## config.mk

```make
export PLATFORM = sky130hd
export DESIGN_NAME = splitReloader
export DESIGN_NICKNAME = d
export VERILOG_FILES = /design/src/rtl/splitPkg.sv /design/src/rtl/splitDatapath.sv /design/src/rtl/splitControl.sv /design/src/rtl/splitReloader.sv
export SDC_FILE = /design/constraint.sdc
export NUM_CORES = 1
export LEC_CHECK = 0
export BUFFER_PORTS_ARGS = -buffer_cell sky130_fd_sc_hd__buf_2
export CORE_MARGIN = 2
export CORE_UTILIZATION = 52
export CTS_CLUSTER_SIZE = 24
export DETAILED_ROUTE_END_ITERATION = 8
export GPL_TIMING_DRIVEN = 0
export PLACE_DENSITY = 0.76
export SYNTH_ARGS = -nofsm -noshare
export SYNTH_HDL_FRONTEND = slang
export SYNTH_SLANG_ARGS = --single-unit
```

## constraint.sdc

```tcl
create_clock -name clk -period 1.3 [get_ports clk]
set_clock_uncertainty 0.15 [all_clocks]
set_input_delay 0.195 -clock clk [delete_from_list [all_inputs] [get_ports clk]]
set_output_delay 0.195 -clock clk [all_outputs]
set_load 0.05 [all_outputs]
```

## src/rtl/splitPkg.sv

```systemverilog
package splitPkg;
  localparam int REG_SEL_W = 2;

  typedef enum logic [REG_SEL_W-1:0] {
    SEL_LINE = 2'd0,
    SEL_HI   = 2'd1,
    SEL_LO   = 2'd2,
    SEL_NONE = 2'd3
  } regSel_e;

  // strobes from control to datapath
  typedef struct packed {
    logic latchAddr;  // copy shadow address pair into working address
    logic fire;       // reload the display address counter now
  } ctlStrobes_t;
endpackage

```

## src/rtl/splitDatapath.sv

```systemverilog
module splitDatapath
  import splitPkg::*;
#(
  parameter int DATA_W = 8
) (
  input  logic                  clk,
  input  logic                  rstN,
  input  logic                  regWrEn,
  input  logic [REG_SEL_W-1:0]  regSel,
  input  logic [DATA_W-1:0]     regWrData,
  input  logic [DATA_W-1:0]     lineCount,
  input  ctlStrobes_t           strobes,
  output logic                  lineMatch,
  output logic [2*DATA_W-1:0]   activeAddr
);
  localparam int ADDR_W = 2 * DATA_W;

  logic [DATA_W-1:0] splitLine;
  logic [DATA_W-1:0] addrHi;
  logic [DATA_W-1:0] addrLo;
  logic [ADDR_W-1:0] shadowAddr;

  always_ff @(posedge clk) begin
    if (!rstN) begin
      splitLine <= '0;
      addrHi    <= '0;
      addrLo    <= '0;
    end else if (regWrEn) begin
      unique case (regSel_e'(regSel))
        SEL_LINE: splitLine <= regWrData;
        SEL_HI:   addrHi    <= regWrData;
        SEL_LO:   addrLo    <= regWrData;
        default:  ;
      endcase
    end
  end

  assign shadowAddr = {addrHi, addrLo};

  always_ff @(posedge clk) begin
    if (!rstN)                  activeAddr <= '0;
    else if (strobes.latchAddr) activeAddr <= shadowAddr;
  end

  assign lineMatch = (splitLine != '0) && (lineCount == splitLine);


  addr_hold_chk: assert property (@(posedge clk) disable iff (!rstN)
    !strobes.latchAddr |=> $stable(activeAddr));


  addr_latch_chk: assert property (@(posedge clk) disable iff (!rstN)
    strobes.latchAddr |=> (activeAddr == $past(shadowAddr)));
endmodule

```

## src/rtl/splitControl.sv

```systemverilog
module splitControl
  import splitPkg::*;
(
  input  logic        clk,
  input  logic        rstN,
  input  logic        vsync,
  input  logic        lineStart,
  input  logic        lineMatch,
  output ctlStrobes_t strobes
);
  logic vsyncQ;
  logic vsyncRise;
  logic armed;
  logic pending;

  assign vsyncRise = vsync && !vsyncQ;

  always_ff @(posedge clk) begin
    if (!rstN) vsyncQ <= 1'b0;
    else       vsyncQ <= vsync;
  end

  always_comb begin
    strobes.latchAddr = vsyncRise;
    strobes.fire      = lineStart && pending && armed;
  end

  always_ff @(posedge clk) begin
    if (!rstN) begin
      armed   <= 1'b0;
      pending <= 1'b0;
    end else if (vsyncRise) begin
      armed   <= 1'b1;
      pending <= 1'b0;
    end else if (strobes.fire) begin
      armed   <= 1'b0;
      pending <= 1'b0;
    end else if (lineStart && armed && lineMatch) begin
      pending <= 1'b1;
    end
  end

  // checker state: one strobe per frame, and a frame seen since reset
  logic firedThisFrame;
  logic seenFrame;
  always_ff @(posedge clk) begin
    if (!rstN) begin
      firedThisFrame <= 1'b0;
      seenFrame      <= 1'b0;
    end else begin
      if (vsyncRise) begin
        firedThisFrame <= 1'b0;
        seenFrame      <= 1'b1;
      end else if (strobes.fire) begin
        firedThisFrame <= 1'b1;
      end
    end
  end


  strobe_on_line_chk: assert property (@(posedge clk) disable iff (!rstN)
    strobes.fire |-> lineStart);


  once_per_frame_chk: assert property (@(posedge clk) disable iff (!rstN)
    strobes.fire |-> !firedThisFrame);


  no_fire_before_frame_chk: assert property (@(posedge clk) disable iff (!rstN)
    strobes.fire |-> seenFrame);
endmodule

```

## src/rtl/splitReloader.sv

```systemverilog
module splitReloader
  import splitPkg::*;
(
  input  logic        clk,
  input  logic        rstN,
  input  logic        regWrEn,
  input  logic [1:0]  regSel,
  input  logic [7:0]  regWrData,
  input  logic        vsync,
  input  logic        lineStart,
  input  logic [7:0]  lineCount,
  output logic        reloadStrobe,
  output logic [15:0] reloadAddr
);
  localparam int DATA_W = 8;

  ctlStrobes_t strobes;
  logic        lineMatch;

  splitControl ctl_i (
    .clk       (clk),
    .rstN      (rstN),
    .vsync     (vsync),
    .lineStart (lineStart),
    .lineMatch (lineMatch),
    .strobes   (strobes)
  );

  splitDatapath #(.DATA_W(DATA_W)) dp_i (
    .clk        (clk),
    .rstN       (rstN),
    .regWrEn    (regWrEn),
    .regSel     (regSel),
    .regWrData  (regWrData),
    .lineCount  (lineCount),
    .strobes    (strobes),
    .lineMatch  (lineMatch),
    .activeAddr (reloadAddr)
  );

  assign reloadStrobe = strobes.fire;
endmodule

```

Word level (Yosys, flattened, before mapping)
Cells that the tools add are included.
- register bits after elaboration: 43
- word-level logic and storage cells: 27
- input port bits: 23
- output and inout bits: 17
- eq/ne operators: 3
- multiplexer cells: 2
- reductions and logical operators: 14
- bitwise operators: 1
- operators with widths (kind ; count):
    8-bit == test ; 1
    8-bit nonzero test ; 1
    1-bit logical AND ; 6
    2-bit AND reduction ; 3
    3-bit OR reduction ; 1
    2-bit by 1-bit == test with 1-bit output (second input constant) ; 1
    2-bit == test (second input constant) ; 1
    2-bit zero test ; 1
    1-bit 2-to-1 mux ; 2
    2-bit nonzero test ; 1
    1-bit zero test ; 1
    1-bit inverter ; 1

Longest topological paths before layout
Gate-level depths: netlist of run 1.
- word-level depth: 4
- depth in mapped cells: 5
- depth with buffers taken out: 4

Cells and area by module
A second synthesis of run 1 with hierarchy kept.
- cell total of the unflattened synthesis: 158
- area total of the unflattened synthesis: 1780.5 um^2
- modules (own cells, without submodules) (module ; seq. area each (um^2) ; instances ; area each (um^2) ; cells each):
    splitDatapath ; 800.8 ; 1 ; 1641.6 ; 145
    splitControl ; 60.1 ; 1 ; 138.9 ; 13

Least setup slack after synthesis of run 1
Ideal clock, no wire load.
- kind: flip-flop to flip-flop
- start point: register dp_i.splitLine[2]
- end point: register ctl_i.pending
- cell stages (with the launch flop): 5
- arrival: 0.862 ns
- setup slack: 0.172 ns
- library setup time: 0.115 ns
- clock period less this slack: 1.128 ns
- data required time: 1.035 ns
- path buffers: 0
- cells stage by stage: dfxtp_1 nor4_1 a211oi_1 a31oi_1 nor2_1
- word-level cells in the longest chain between the ends: 3
- elaborated cells between the ends (all ways): 4
- those cells by class: 1 x eq/ne; 3 x reduce/logical
- ends and longest elaborated chain (what ; RTL line ; text):
    from (decl) ; splitDatapath.sv:18 ; logic [DATA_W-1:0] splitLine;
    from (signal assigned) ; splitDatapath.sv:30 ; SEL_LINE: splitLine <= regWrData;
    8-bit == test / 8-bit nonzero test (equally long branches) ; splitDatapath.sv:45 ; assign lineMatch = (splitLine != '0) && (lineCount == splitLine);
    1-bit logical AND (*) ; splitDatapath.sv:45 ;
    1-bit logical AND (*) ; splitControl.sv:38 ; end else if (lineStart && armed && lineMatch) begin
    to (signal assigned) ; splitControl.sv:34 ; pending <= 1'b0;
    to (signal assigned) ; splitControl.sv:37 ; pending <= 1'b0;
    to (signal assigned) ; splitControl.sv:39 ; pending <= 1'b1;
    to (decl) ; splitControl.sv:14 ; logic pending;
Mark *: on every way between the ends. The rest lies on a longest branch, timed or not.
A chain may end at the register's enable or synchronous reset.

Worst setup path after layout of run 1
- start point: register ctl_i.pending
- end point: output port reloadStrobe
- word-level cells in the longest chain between the ends: 2
- ends and longest elaborated chain (what ; RTL line ; text):
    from (signal assigned) ; splitControl.sv:31 ; pending <= 1'b0;
    from (signal assigned) ; splitControl.sv:34 ;
    from (signal assigned) ; splitControl.sv:37 ;
    1-bit logical AND (2 in series) ; splitControl.sv:25 ; strobes.fire = lineStart && pending && armed;
    to (decl) ; splitReloader.sv:12 ; output logic reloadStrobe,
Every way passes these cells.

==> out/qor.yml, run 1 <==
status:
  status: "finished, violations left"
  violations: "negative hold slack, negative setup slack"
grt:
  grt_max_degree: 13
  antenna_found_initial: 0
  grt_use_met1_pct: 24.2
  grt_use_met3_pct: 4.53
  grt_use_total_pct: 20.7
  grt_pass1_wl_mm: 6.30
  overflow: 0
  grt_use_met2_pct: 36.7
  grt_pass1_vias: 1394
  grt_busiest_layer: "met2"
logic_synthesis:
  netlist_area_um2: 1770
  yosysTopAreaCell: "dfxtp_1"
  yosysTopAreaCellShare_pct: 48.8
  synth_seq_cells: 43
  netlist_top_cells_area: "dfxtp_1 49%, mux2i_1 14%, nor2b_1 8.9%, nand2_1 7.0%, xor2_1 4.0%"
  ys_seq_area_share_pct: 48.8
  syn-num-nets: 200
  syn_avg_cell_area_um2: 9.97
  yosys_warnings: 0
  netlist_instances: 177
  synth_cell_types: 26
routing:
  vias: 1365
  finalWirelength_mm: 3.72
  drc: 0
  drtIter0Drc: 27
  vias_per_cell: 4.89
  wl_per_cell_um: 13.3
  ant_nets: 0
  firstDrtPassIters: 4
timing:
  finalHoldViolCount: 3
  max-slew-margin-rel_pct: 73.5
  final.setup.worst_slack_ns: -0.0398
  finalCriticalPeriod_ns: 1.34
  tightest_slew_ns: 0.397
  setup_viol_count_final: 1
  hold_ws_ns: -0.00389
  max_freq_mhz: 746
  min_period_over_period_pct: 103
  finalMaxSlewViolations: 0
  rsz0062_at_grt: "true"
cts:
  cts_buffers: 5
  clk_pin_slew_ns: 0.12
  clock-sinks: 43
  root_buffer: "clkbuf_4"
  cts_tree: "yes"
  h-tree-depth: 2
  cts_max_path_buffers: 2
  clkLatencyLatePin_ns: 0.36
finish:
  antenna_cells: 0
  stdcell_count: 279
  area_delta_synth_final_pct: 27.1
  num-fill-cells: 282
  nNetsFinal: 256
  finalInstanceArea_um2: 2240
  drive_above_1_share_pct: 26.6
  final_cell_mix: "41 x dfxtp_1, 33 x nand2_1, 25 x nor2b_1"
  final_common_cell: "dfxtp_1"
place:
  gp_congestion: 0.747
  postPlaceCellArea_um2: 2020
  placed_cells: 262
  port_buffers: 39
  dpl.hpwl_mm: 2.66
die:
  die-area_um2: 3880
  core_area_um2: 3310
  initial_core_util_pct: 53.3
  die_h_um: 62.3
  num_rows: 21
  fp.dieW_um: 62.3
  io_pins: 40
critical_path:
  crit_type: "flop to primary output"
  cp.arrival_ns: 0.99
  start_kind: "flop"
  crit_fanout: 2
  critPathCaptureType: "primary output"
  required_ns: 0.95
power_and_ir_drop:
  power_mw: 2.47
  ir_worst_vdd_v: 0.00123
  power_leakage_nw: 0.989
  power_density_nw_per_um2: 1100
job:
  max_cap_viol_count: 0
hold_path:
  hp-class: "input port to flop"
==> cells by family (layout without fill, tap and decap cells) <==
group | count (synthesis) | after routing | synth area share [%]
DFF | 43 | 43 | 48.8
buffers and inverters | 12 | 68 | 4.75
AOI/OAI and AO/OA | 19 | 19 | 7.87
xor gates and xnor gates | 8 | 8 | 3.97
and+or+nand+nor | 71 | 71 | 21.0
muxes | 24 | 24 | 13.6
==> worst paths after layout <==
| path | from | endpoint | slack [ns] | cells after the start |
|---|---|---|---|---|
| worst min-delay path | regWrData[3] | dp_i.addrHi[3]$_SDFFE_PN0P_ | -0.004 | 3 |
| worst min register to register | dp_i.addrHi[6]$_SDFFE_PN0P_ | dp_i.activeAddr[14]$_SDFFE_PN0P_ | 0.31 | 2 |
| worst max register to register | ctl_i.vsyncQ$_SDFF_PN0_ | dp_i.activeAddr[8]$_SDFFE_PN0P_ | 0.04 | 5 |
| worst max-delay path | ctl_i.pending$_SDFFE_PP0P_ | reloadStrobe | -0.04 | 3 |
==> metrics by stage <==
stage | hold slack, ns | TNS (ns) | setup slack [ns] | util, %
finish | -0.00389 | -0.0398 | -0.0398 | 67.8
global route | 0.00764 | -0.266 | -0.0849 | 67.8
CTS | 0.00190 | -0.0447 | -0.0447 | 67.0
global placement | 0.278 | 0 | 0.0845 | 61.0
detailed placement | 0.289 | 0 | 0.0514 | 61.0
floorplan | 0.172 | 0 | 0.172 | -
==> critical path, stage by stage, from the launching register on <==
cell and delay, ns:
dfxtp_2 0.35, nand3_2 0.08, inv_2 0.06, buf_8 0.13
==> sequential cells by signal, summed over array words and instances, names as in the netlist <==
name / count
ctl_i.pending: 1
ctl_i.armed: 1
dp_i.addrLo: 8
dp_i.activeAddr: 16
dp_i.addrHi: 8
ctl_i.vsyncQ: 1
dp_i.splitLine: 8
==> synth_stat cells, drive strengths merged <==
library cell  number
dfxtp             43
nand2             33
nor2b             25
mux2i             24
a21boi            16
xor2               8
buf                7
clkbuf             4
nor4               3
nand3              2
nand3b             2
a211oi             1
a21oi              1
a31oi              1
and2               1
and2b              1
inv                1
nand2b             1
nor2               1
nor3               1
nor3b              1
==> layout make-up <==
cell class / count / area [um2] / share of cell area (%)
clock buffer: 6 / 41.3 / 1.84
timing repair buffer: 49 / 335 / 14.9
multi-input combinational: 122 / 826 / 36.8
tap: 46 / 57.6 / 2.57
clock inverter: 1 / 30.0 / 1.34
inverter: 1 / 3.75 / 0.167
sequential: 43 / 863 / 38.5
buffer: 11 / 86.3 / 3.85
==> layer usage <==
| layer | vias to the layer above | part of all wire, % |
|---|---|---|
| met5 | - | 0 |
| met4 | 0 | 2.2 |
| met3 | 10 | 4.6 |
| met2 | 30 | 51 |
| met1 | 629 | 42 |
| li1 | 696 | - |
==> repair_timing <==
| action | 4_1_cts | 5_1_grt |
|---|---|---|
| resized for setup | 19 | 10 |
| hold buffers | 6 | 0 |
| endpoints found under the setup margin | 13 | 15 |
| endpoints found under the hold margin | 14 | 0 |
| pin swaps | 1 | 1 |
| buffers inserted | 3 | 1 |
==> power by group <==
group          internal (mW)  leakage (nW)  switching [mW]
clock                  0.397        0.0383           0.408
sequential              1.35         0.350          0.0244
combinational          0.142         0.601           0.148
Power figures use the tool's default switching activity.
==> run 2, diff against run 1 <==
Clock period 1.3 ns to 1.5 ns, I/O delays scaled along.
==> run 2 against run 1 <==
Net effect:
- the flow now finishes without violations
- sequential power shrank 14%
- die area is the same
- setup slack gained 0.12 ns
- non-clock buffer count shrank 9
- worst hold slack gained 0.014 ns
- final cell count shrank 3.2%
- core utilization shrank 3.9 points
- largest cell class unchanged
==> out/qor.yml, run 2 (synthesis results as in run 1) <==
finish:
  final_cell_mix: "41 x dfxtp_1, 39 x buf_2, 33 x nand2_1"
  num-fill-cells: 293
  nNetsFinal: 247
  antenna_cells: 0
  largest_reg_flops: 16
  area_delta_synth_final_pct: 19.7
  final_common_cell: "dfxtp_1"
  regMostFlops: "dp_i.activeAddr"
  drive_above_1_share_pct: 25.4
critical_path:
  crit_fanout: 3
  r2r-start: "ctl_i.vsyncQ$_SDFF_PN0_"
  critPathCaptureType: "primary output"
  required_ns: 1.12
  r2r_cells: 5
  worstPathCellList: "nand3_2, inv_1, buf_6"
  slowest_stage: "dfxtp_2"
  start_kind: "flop"
  cp.arrival_ns: 1.04
  rrSetupSlack_ns: 0.24
  crit_type: "flop to primary output"
  worstReg2RegEnd: "dp_i.activeAddr[8]$_SDFFE_PN0P_"
  max_stage_delay_ns: 0.37
routing:
  vias: 1330
  finalWirelength_mm: 3.48
  firstDrtPassIters: 4
  drc: 0
  vias_per_cell: 4.93
  drtIter0Drc: 29
  wl_per_cell_um: 12.9
  ant_nets: 0
place:
  port_buffers: 39
  gp_congestion: 0.747
  dpl.hpwl_mm: 2.66
die:
  fp.dieW_um: 62.3
  io_pins: 40
  die-area_um2: 3880
  num_rows: 21
  die_h_um: 62.3
  initial_core_util_pct: 53.3
  core_area_um2: 3310
grt:
  grt_pass1_vias: 1338
  overflow: 0
  grt_use_total_pct: 19.7
  antenna_found_initial: 0
  grt_max_degree: 13
  grt_pass1_wl_mm: 6.00
cts:
  cts_buffers: 5
  h-tree-depth: 2
  postCtsSetupRepairBufs: 0
  cts_tree: "yes"
  clkLatencyLatePin_ns: 0.35
  root_buffer: "clkbuf_4"
  clk_pin_slew_ns: 0.12
  cts_max_path_buffers: 2
  clock-sinks: 43
timing:
  finalHoldViolCount: 0
  setup_tns_ns: 0
  min_period_over_period_pct: 94.6
  rsz0062_at_grt: "false"
  max_freq_mhz: 705
  max-slew-margin-rel_pct: 73.2
  tightest_slew_ns: 0.401
  finalMaxSlewViolations: 0
  finalCriticalPeriod_ns: 1.42
  setup_viol_count_final: 0
power_and_ir_drop:
  power_leakage_nw: 0.950
  power_density_nw_per_um2: 1000
  power_mw: 2.12
  ir_worst_vdd_v: 0.00106
hold_path:
  min_to: "dp_i.activeAddr[15]$_SDFFE_PN0P_"
  hp-class: "input port to flop"
  min-delay-start: "rstN"
  hold_depth: 2
job:
  max_cap_viol_count: 0
status:
  status: "finished clean"
[run 2: changes by cell type in the layout (fill, tap and decap cells not counted), moves of 2 or more]
cell,before,now
buf_4,21,3
clkbuf_4,7,5
dlygate4sd3_1,6,1
buf_2,22,39
[run 2: repair_timing]
item,4_1_cts,5_1_grt
endpoints found under the setup margin,1,1
resized for setup,1,4
hold buffers,1,0
hold endpoints to repair,1,0
[run 2: how the worst max path moves through the flow]
| stage | startpoint | end | cells after the start |
|---|---|---|---|
| floorplan | dp_i.splitLine[2]$_SDFFE_PN0P_ | ctl_i.pending$_SDFFE_PP0P_ | 4 |
| detailed placement | regSel[0] | dp_i.splitLine[6]$_SDFFE_PN0P_ | 5 |
| global placement | dp_i.splitLine[6]$_SDFFE_PN0P_ | ctl_i.pending$_SDFFE_PP0P_ | 4 |
| global route | ctl_i.pending$_SDFFE_PP0P_ | reloadStrobe | 3 |
| finish | ctl_i.armed$_SDFFE_PN0P_ | reloadStrobe | 3 |
| CTS | ctl_i.armed$_SDFFE_PN0P_ | reloadStrobe | 3 |
[run 2: through the flow]
step / instances / utilization [%] / hold WS [ns] / setup WS [ns] / cell area, um2
floorplan: 177 / - / 0.202 / 0.372 / 1770
global placement: 262 / 61.0 / 0.290 / 0.285 / 2020
detailed placement: 262 / 61.0 / 0.294 / 0.221 / 2020
CTS: 270 / 63.5 / 0.00847 / 0.0129 / 2100
global route: 270 / 63.8 / 0.0121 / 0.0150 / 2110
finish: 270 / 63.8 / 0.00967 / 0.0812 / 2110
[run 2: worst max-delay path: cells and delay by family (launching register included)]
kind / cells / cell delay, ns
flip-flops: 1 / 0.37
buffers and inverters: 2 / 0.23
AND/OR/NAND/NOR: 1 / 0.09
[run 2: layer usage]
metal	share of wire, %	vias to the layer above	GRT usage, %
li1	-	676	-
met1	45	619	23.3
met2	49	25	34.5
met3	4.0	10	4.53
met4	2.1	0	8.33
met5	0	-	0
[run 2: area by class of cell]
| cell class | count | area, um2 | share of cell area [%] |
|---|---|---|---|
| buffer | 11 | 80.1 | 3.79 |
| clock buffer | 6 | 41.3 | 1.95 |
| clock inverter | 1 | 30.0 | 1.42 |
| inverter | 1 | 3.75 | 0.178 |
| multi-input combinational | 122 | 826 | 39.1 |
| sequential | 43 | 863 | 40.9 |
| tap | 46 | 57.6 | 2.72 |
| timing repair buffer | 40 | 211 | 10.0 |
[run 2: report_power, final]
part / switching [mW] / internal, mW / leakage, nW / total, mW
combinational: 0.123 / 0.107 / 0.562 / 0.229
clock: 0.349 / 0.344 / 0.0383 / 0.693
sequential: 0.0211 / 1.17 / 0.350 / 1.19
